--- src/rtl/ffifo_pkg.sv ---
package ffifo_pkg;

  // Strobes issued by the control module to the datapath each cycle
  typedef struct packed {
    logic push;       // accept wrData into storage
    logic pushEof;    // the accepted byte closes a frame
    logic pop;        // advance the read head
    logic popFrame;   // pop with frame mode on: boundary tracking active
    logic rewind;     // move read head to saved frame start
    logic lrfpWrite;  // software load of saved frame start
  } dpStrobe_t;

  localparam int TagNone   = 0;
  localparam int TagPenult = 1;
  localparam int TagStatus = 2;

endpackage

--- src/rtl/ffifo_datapath.sv ---
module ffifo_datapath
  import ffifo_pkg::*;
#(
  parameter int DEPTH = 512,
  parameter int AW    = $clog2(DEPTH),
  parameter int PW    = AW + 1
)(
  input  logic          clk,
  input  logic          rstN,
  input  dpStrobe_t     stb,
  input  logic [7:0]    wrData,
  input  logic [PW-1:0] lrfpIn,
  output logic [7:0]    rdData,
  output logic          rdEof,
  output logic [PW-1:0] count,
  output logic [PW-1:0] lrfp
);

  logic [7:0]       mem [DEPTH];
  logic [DEPTH-1:0] eofMark;
  logic [PW-1:0]    wrPtr;
  logic [PW-1:0]    rdPtr;

  always_ff @(posedge clk) begin
    if (stb.push) begin
      mem[wrPtr[AW-1:0]]     <= wrData;
      eofMark[wrPtr[AW-1:0]] <= stb.pushEof;
    end
  end

  always_ff @(posedge clk) begin
    if (!rstN) begin
      wrPtr <= '0;
      rdPtr <= '0;
      lrfp  <= '0;
    end else begin
      if (stb.push) wrPtr <= wrPtr + 1'b1;
      if (stb.rewind)   rdPtr <= lrfp;
      else if (stb.pop) rdPtr <= rdPtr + 1'b1;
      if (stb.lrfpWrite)                lrfp <= lrfpIn;
      else if (stb.popFrame && rdEof)   lrfp <= rdPtr + 1'b1;
    end
  end

  assign count  = wrPtr - rdPtr;
  assign rdData = mem[rdPtr[AW-1:0]];
  assign rdEof  = eofMark[rdPtr[AW-1:0]];

  assert_rewind_target_R8: assert property (@(posedge clk) disable iff (!rstN)
    stb.rewind |=> rdPtr == $past(lrfp));

  assert_lrfp_hold_R6: assert property (@(posedge clk) disable iff (!rstN)
    (!(stb.popFrame && rdEof) && !stb.lrfpWrite) |=> $stable(lrfp));

  assert_no_empty_pop_R2: assert property (@(posedge clk) disable iff (!rstN)
    stb.pop |-> count != '0);

  assert_idle_count_R2: assert property (@(posedge clk) disable iff (!rstN)
    (!stb.push && !stb.pop && !stb.rewind) |=> $stable(count));

endmodule

--- src/rtl/ffifo_control.sv ---
module ffifo_control
  import ffifo_pkg::*;
#(
  parameter int DEPTH = 512,
  parameter int AW    = $clog2(DEPTH),
  parameter int PW    = AW + 1
)(
  input  logic          clk,
  input  logic          rstN,
  input  logic          wrValid,
  input  logic          rdReq,
  input  logic          retransmit,
  input  logic          txDone,
  input  logic          regWrEn,
  input  logic          regAddr,
  input  logic [31:0]   regWrData,
  input  logic [PW-1:0] count,
  output dpStrobe_t     stb,
  output logic          wrFull,
  output logic          rdEmpty,
  output logic          reqHigh,
  output logic          reqLow,
  output logic [31:0]   ctrlWord
);

  localparam int CW = PW + 3;

  logic       frameEn;
  logic       compGate;
  logic [2:0] gran;
  logic [1:0] wfrCode;
  logic       lastArmed;
  logic       holdOff;
  logic       ctrlWrite;

  logic [CW-1:0] cntW, freeW, grW, gr4W;

  assign ctrlWrite = regWrEn && !regAddr;
  assign wrFull    = count == PW'(DEPTH);
  assign rdEmpty   = count == '0;

  always_comb begin
    stb           = '0;
    stb.push      = wrValid && !wrFull;
    stb.pushEof   = stb.push && frameEn &&
                    (wfrCode == 2'(TagStatus) || lastArmed);
    stb.rewind    = retransmit && frameEn;
    stb.pop       = rdReq && !rdEmpty && !stb.rewind;
    stb.popFrame  = stb.pop && frameEn;
    stb.lrfpWrite = regWrEn && regAddr;
  end

  always_ff @(posedge clk) begin
    if (!rstN) begin
      frameEn   <= 1'b0;
      compGate  <= 1'b0;
      gran      <= '0;
      wfrCode   <= '0;
      lastArmed <= 1'b0;
      holdOff   <= 1'b0;
    end else begin
      if (ctrlWrite) begin
        frameEn  <= regWrData[0];
        compGate <= regWrData[1];
        gran     <= regWrData[4:2];
        wfrCode  <= regWrData[6:5];
      end else if (stb.push) begin
        wfrCode <= '0;
      end
      if (stb.push)
        lastArmed <= frameEn && (wfrCode == 2'(TagPenult));
      if (stb.pushEof && compGate) holdOff <= 1'b1;
      else if (txDone)             holdOff <= 1'b0;
    end
  end

  assign cntW  = CW'(count);
  assign freeW = CW'(DEPTH) - cntW;
  assign grW   = CW'(gran);
  assign gr4W  = grW << 2;

  assign reqHigh  = !holdOff && (cntW != '0)  && (cntW >= grW);
  assign reqLow   = !holdOff && (freeW != '0) && (freeW >= gr4W);
  assign ctrlWord = {25'd0, wfrCode, gran, compGate, frameEn};

  assert_tag_consumed_R4: assert property (@(posedge clk) disable iff (!rstN)
    (stb.push && !ctrlWrite) |=> wfrCode == 2'b00);

  assert_hold_mutes_R11: assert property (@(posedge clk) disable iff (!rstN)
    (stb.pushEof && compGate) |=> (!reqHigh && !reqLow));

  assert_frame_off_no_tag_R12: assert property (@(posedge clk) disable iff (!rstN)
    !frameEn |-> (!stb.pushEof && !stb.rewind));

endmodule

--- src/rtl/frame_fifo_ctrl.sv ---
module frame_fifo_ctrl
  import ffifo_pkg::*;
#(
  parameter int DEPTH = 512
)(
  input  logic        clk,
  input  logic        rstN,
  input  logic        wrValid,
  input  logic [7:0]  wrData,
  output logic        wrFull,
  input  logic        rdReq,
  output logic [7:0]  rdData,
  output logic        rdEof,
  output logic        rdEmpty,
  input  logic        retransmit,
  input  logic        txDone,
  input  logic        regWrEn,
  input  logic        regAddr,
  input  logic [31:0] regWrData,
  output logic [31:0] regRdData,
  output logic        reqHigh,
  output logic        reqLow
);

  localparam int AW = $clog2(DEPTH);
  localparam int PW = AW + 1;

  dpStrobe_t     stb;
  logic [PW-1:0] count;
  logic [PW-1:0] lrfp;
  logic [31:0]   ctrlWord;

  ffifo_control #(.DEPTH(DEPTH), .AW(AW), .PW(PW)) uCtrl (
    .clk(clk), .rstN(rstN), .wrValid(wrValid), .rdReq(rdReq),
    .retransmit(retransmit), .txDone(txDone), .regWrEn(regWrEn),
    .regAddr(regAddr), .regWrData(regWrData), .count(count), .stb(stb),
    .wrFull(wrFull), .rdEmpty(rdEmpty), .reqHigh(reqHigh), .reqLow(reqLow),
    .ctrlWord(ctrlWord)
  );

  ffifo_datapath #(.DEPTH(DEPTH), .AW(AW), .PW(PW)) uData (
    .clk(clk), .rstN(rstN), .stb(stb), .wrData(wrData),
    .lrfpIn(regWrData[PW-1:0]), .rdData(rdData), .rdEof(rdEof),
    .count(count), .lrfp(lrfp)
  );

  assign regRdData = regAddr ? {{(32-PW){1'b0}}, lrfp} : ctrlWord;

endmodule

--- config.mk ---
export PLATFORM = sky130hd
export DESIGN_NAME = frame_fifo_ctrl
export DESIGN_NICKNAME = d
export VERILOG_FILES = /design/src/rtl/ffifo_pkg.sv /design/src/rtl/ffifo_datapath.sv /design/src/rtl/ffifo_control.sv /design/src/rtl/frame_fifo_ctrl.sv
export SDC_FILE = /design/constraint.sdc
export NUM_CORES = 2
export LEC_CHECK = 0
export BUFFER_PORTS_ARGS = -buffer_cell sky130_fd_sc_hd__buf_2
export CAP_MARGIN = 20
export CORE_MARGIN = 1
export CORE_UTILIZATION = 40
export DETAILED_ROUTE_END_ITERATION = 8
export SYNTH_ARGS = -nofsm -noshare
export SYNTH_HDL_FRONTEND = slang
export SYNTH_HIERARCHICAL = 1
export SYNTH_SLANG_ARGS = --single-unit
--- constraint.sdc ---
create_clock -name clk -period 31.3 [get_ports clk]
set_input_delay 3.13 -clock clk [delete_from_list [all_inputs] [get_ports clk]]
set_output_delay 3.13 -clock clk [all_outputs]
set_load 0.005 [all_outputs]
==> out/results.tsv <==
metric	value	unit
run_status	complete, no violations	
r2r_setup_slack	23370	ps
grt_max_degree	181	
start_util	40.2	%
dpl.hpwl	270000	µm
path_max_fanout	42	
dieHeight	674	µm
synthFlopType	edfxtp_1	
p_total	13.6	mW
cts.reportedPaths.clkPinSlew	70	ps
r2r_cells	21	
async_flop_share	0	%
portBuffers	48	
wl_per_cell	31.4	µm
worstPathRequired	28170	ps
arrival	8690	ps
r2r_end	uData/mem[437][7]	
worstReg2RegStart	uData/rdPtr[0]	
slew_headroom	21.5	%
rsz0062_at_grt	no	
cts_resized	0	
tritoncts	done	
root_buffer	clkbuf_16	
setup_viol	0	
ant_nets	0	
max_slew.worst_pin.slew	1180	ps
ys_ff_latch	4656	
hold_class	reg -> reg	
cts_inserted_buffers	458	
cts.sinks	4656	
placementRows	246	
dr.pass1.iters	5	
cts_setup_buffers	0	
drtIter0Drc	10091	
place_congestion	0.818	
drive_above_1_share	28.5	%
fin_skew	81.9	ps
finalCritPeriodShare	37.8	%
ys_types	63	
synth_area	181000	µm²
routed_wl	452000	µm
die_area	454000	µm²
grt_pass1_vias	83986	
cp-start-kind	flop	
leakagePower	59.1	nW
drc	0	
vias_per_cell	5.81	
holdWs	495	ps
setup-tns-final	0	ps
grt_pass1_wl	640000	µm
slew_viol_final	0	
p_per_area	67.1	nW/µm²
cp-end-kind	primary output	
layout_common_cells	edfxtp_1, mux4_2, nor2_1	
route.vias.total	83473	
ir_drop	0.0515	mV
seq_area_frac_synth	77.2	%
hold_viol	0	
core_area	449000	µm²
clock.fmax	0.0846	GHz
insertion_delay	990	ps
cts_hold_buf	0	
ys_top_cells_by_area	edfxtp_1, mux4_2, nor2_1, clkbuf_1, dfxtp_1	
antenna_found_initial	34	
syn-mean-instance-area	23.2	µm²
maxCapViolCount	0	
netlist.area_leader.share	76.6	%
synth_top_area_cell	edfxtp_1	
fin_nets	8065	
fin_util	45.2	%
syn_inst	7783	
synth_edf_count	4608	
period_needed	11820	ps
hold_start	uCtrl/lastArmed	
grtUsageTotal	19.7	%
final_common_cell	edfxtp_1	
cts_buffer_depth	4	
io_pins	93	
worst-setup-path-type	reg -> out	
ctsHtreeMaxLevel	5	
hold_path_end	uCtrl/lastArmed	
syn2layout_area_growth	12.3	%
overflow	0	
holdPathStages	2	
yosysWarnings	6	
die_w	674	µm
[where the power goes]
group	internal, mW	switching [mW]
combinational	0.569	0.717
clock	3.13	2.32
sequential	6.85	0.0242
total	10.5	3.06
[critical path: stages, from the launching register on]
cell,delay [ps]
dfxtp_4,910
buf_4,690
buf_4,690
buf_4,720
buf_4,810
buf_4,720
mux4_2,650
mux4_2,510
mux4_2,640
mux4_2,640
mux2_2,370
buf_2,150
[cell families (layout without fill, tap and decap cells)]
group | after synthesis | after routing | synth area share [%]
flops | 4656 | 4656 | 77.2
mux | 1560 | 1560 | 18.7
simple gates | 817 | 817 | 1.85
buf+inv | 512 | 1076 | 1.24
compound gates | 181 | 181 | 0.660
xor+xnor | 35 | 35 | 0.170
fa+ha+maj | 21 | 21 | 0.150
other cells | 1 | 67 | 0.00208
[registers in the layout, indices dropped and copies added (netlist names), named ones only]
register	flops
uCtrl/compGate	1
uCtrl/frameEn	1
uCtrl/gran	3
uCtrl/holdOff	1
uCtrl/lastArmed	1
uCtrl/wfrCode	2
uData/eofMark	512
uData/lrfp	10
uData/mem	4096
uData/rdPtr	10
uData/wrPtr	10
[Yosys cell counts, drive strengths merged, types with 14 or more instances]
cell / instances
a21oi: 50
a22oi: 29
a31oi: 22
buf: 196
clkbuf: 293
dfxtp: 48
edfxtp: 4608
ha: 20
inv: 21
mux2: 19
mux2i: 88
mux4: 1453
nand2: 141
nand3: 27
nor2: 564
nor2b: 32
o21ai: 24
xnor2: 21
xor2: 14
[stage by stage]
step,worst slack (ps),cell area [µm²],instances
after CTS,19120,203000,14313
after floorplan,3430,181000,7807
after global placement,20230,188000,13478
final,19480,203000,14365
after detailed placement,20220,188000,13478
after global routing,18800,203000,14352
[worst max path at each step]
stage	from	end	slack, ps	cells past startpoint
after CTS	flop	rdData[5]	19120	11
after global routing	flop	rdData[5]	18800	11
after global placement	flop	rdData[2]	20230	11
after floorplan	wrValid	uData/eofMark[0]	3430	2
after detailed placement	flop	rdData[5]	20220	11
final	flop	rdData[0]	19480	11
[area by class of cell]
cell class | instances | area (µm²)
clock buffers | 544 | 11900
clock inverters | 291 | 2970
repair buffers | 218 | 1750
diodes | 42 | 105
well taps | 5952 | 7450
flip-flops and latches | 4656 | 139000
multi-input cells | 2639 | 39200
fillers | 36737 | 246000
inverters | 23 | 86.3
[layer usage]
| layer | wire length [µm] | global-route usage (%) | share of wire, % |
|---|---|---|---|
| met5 | 17 | 0 | 0.0038 |
| met2 | 216000 | 31.1 | 48 |
| met3 | 40200 | 3.91 | 8.9 |
| met4 | 12700 | 5.79 | 2.8 |
| met1 | 183000 | 27.8 | 40 |
Note: power is estimated with default switching activity, not from simulation.
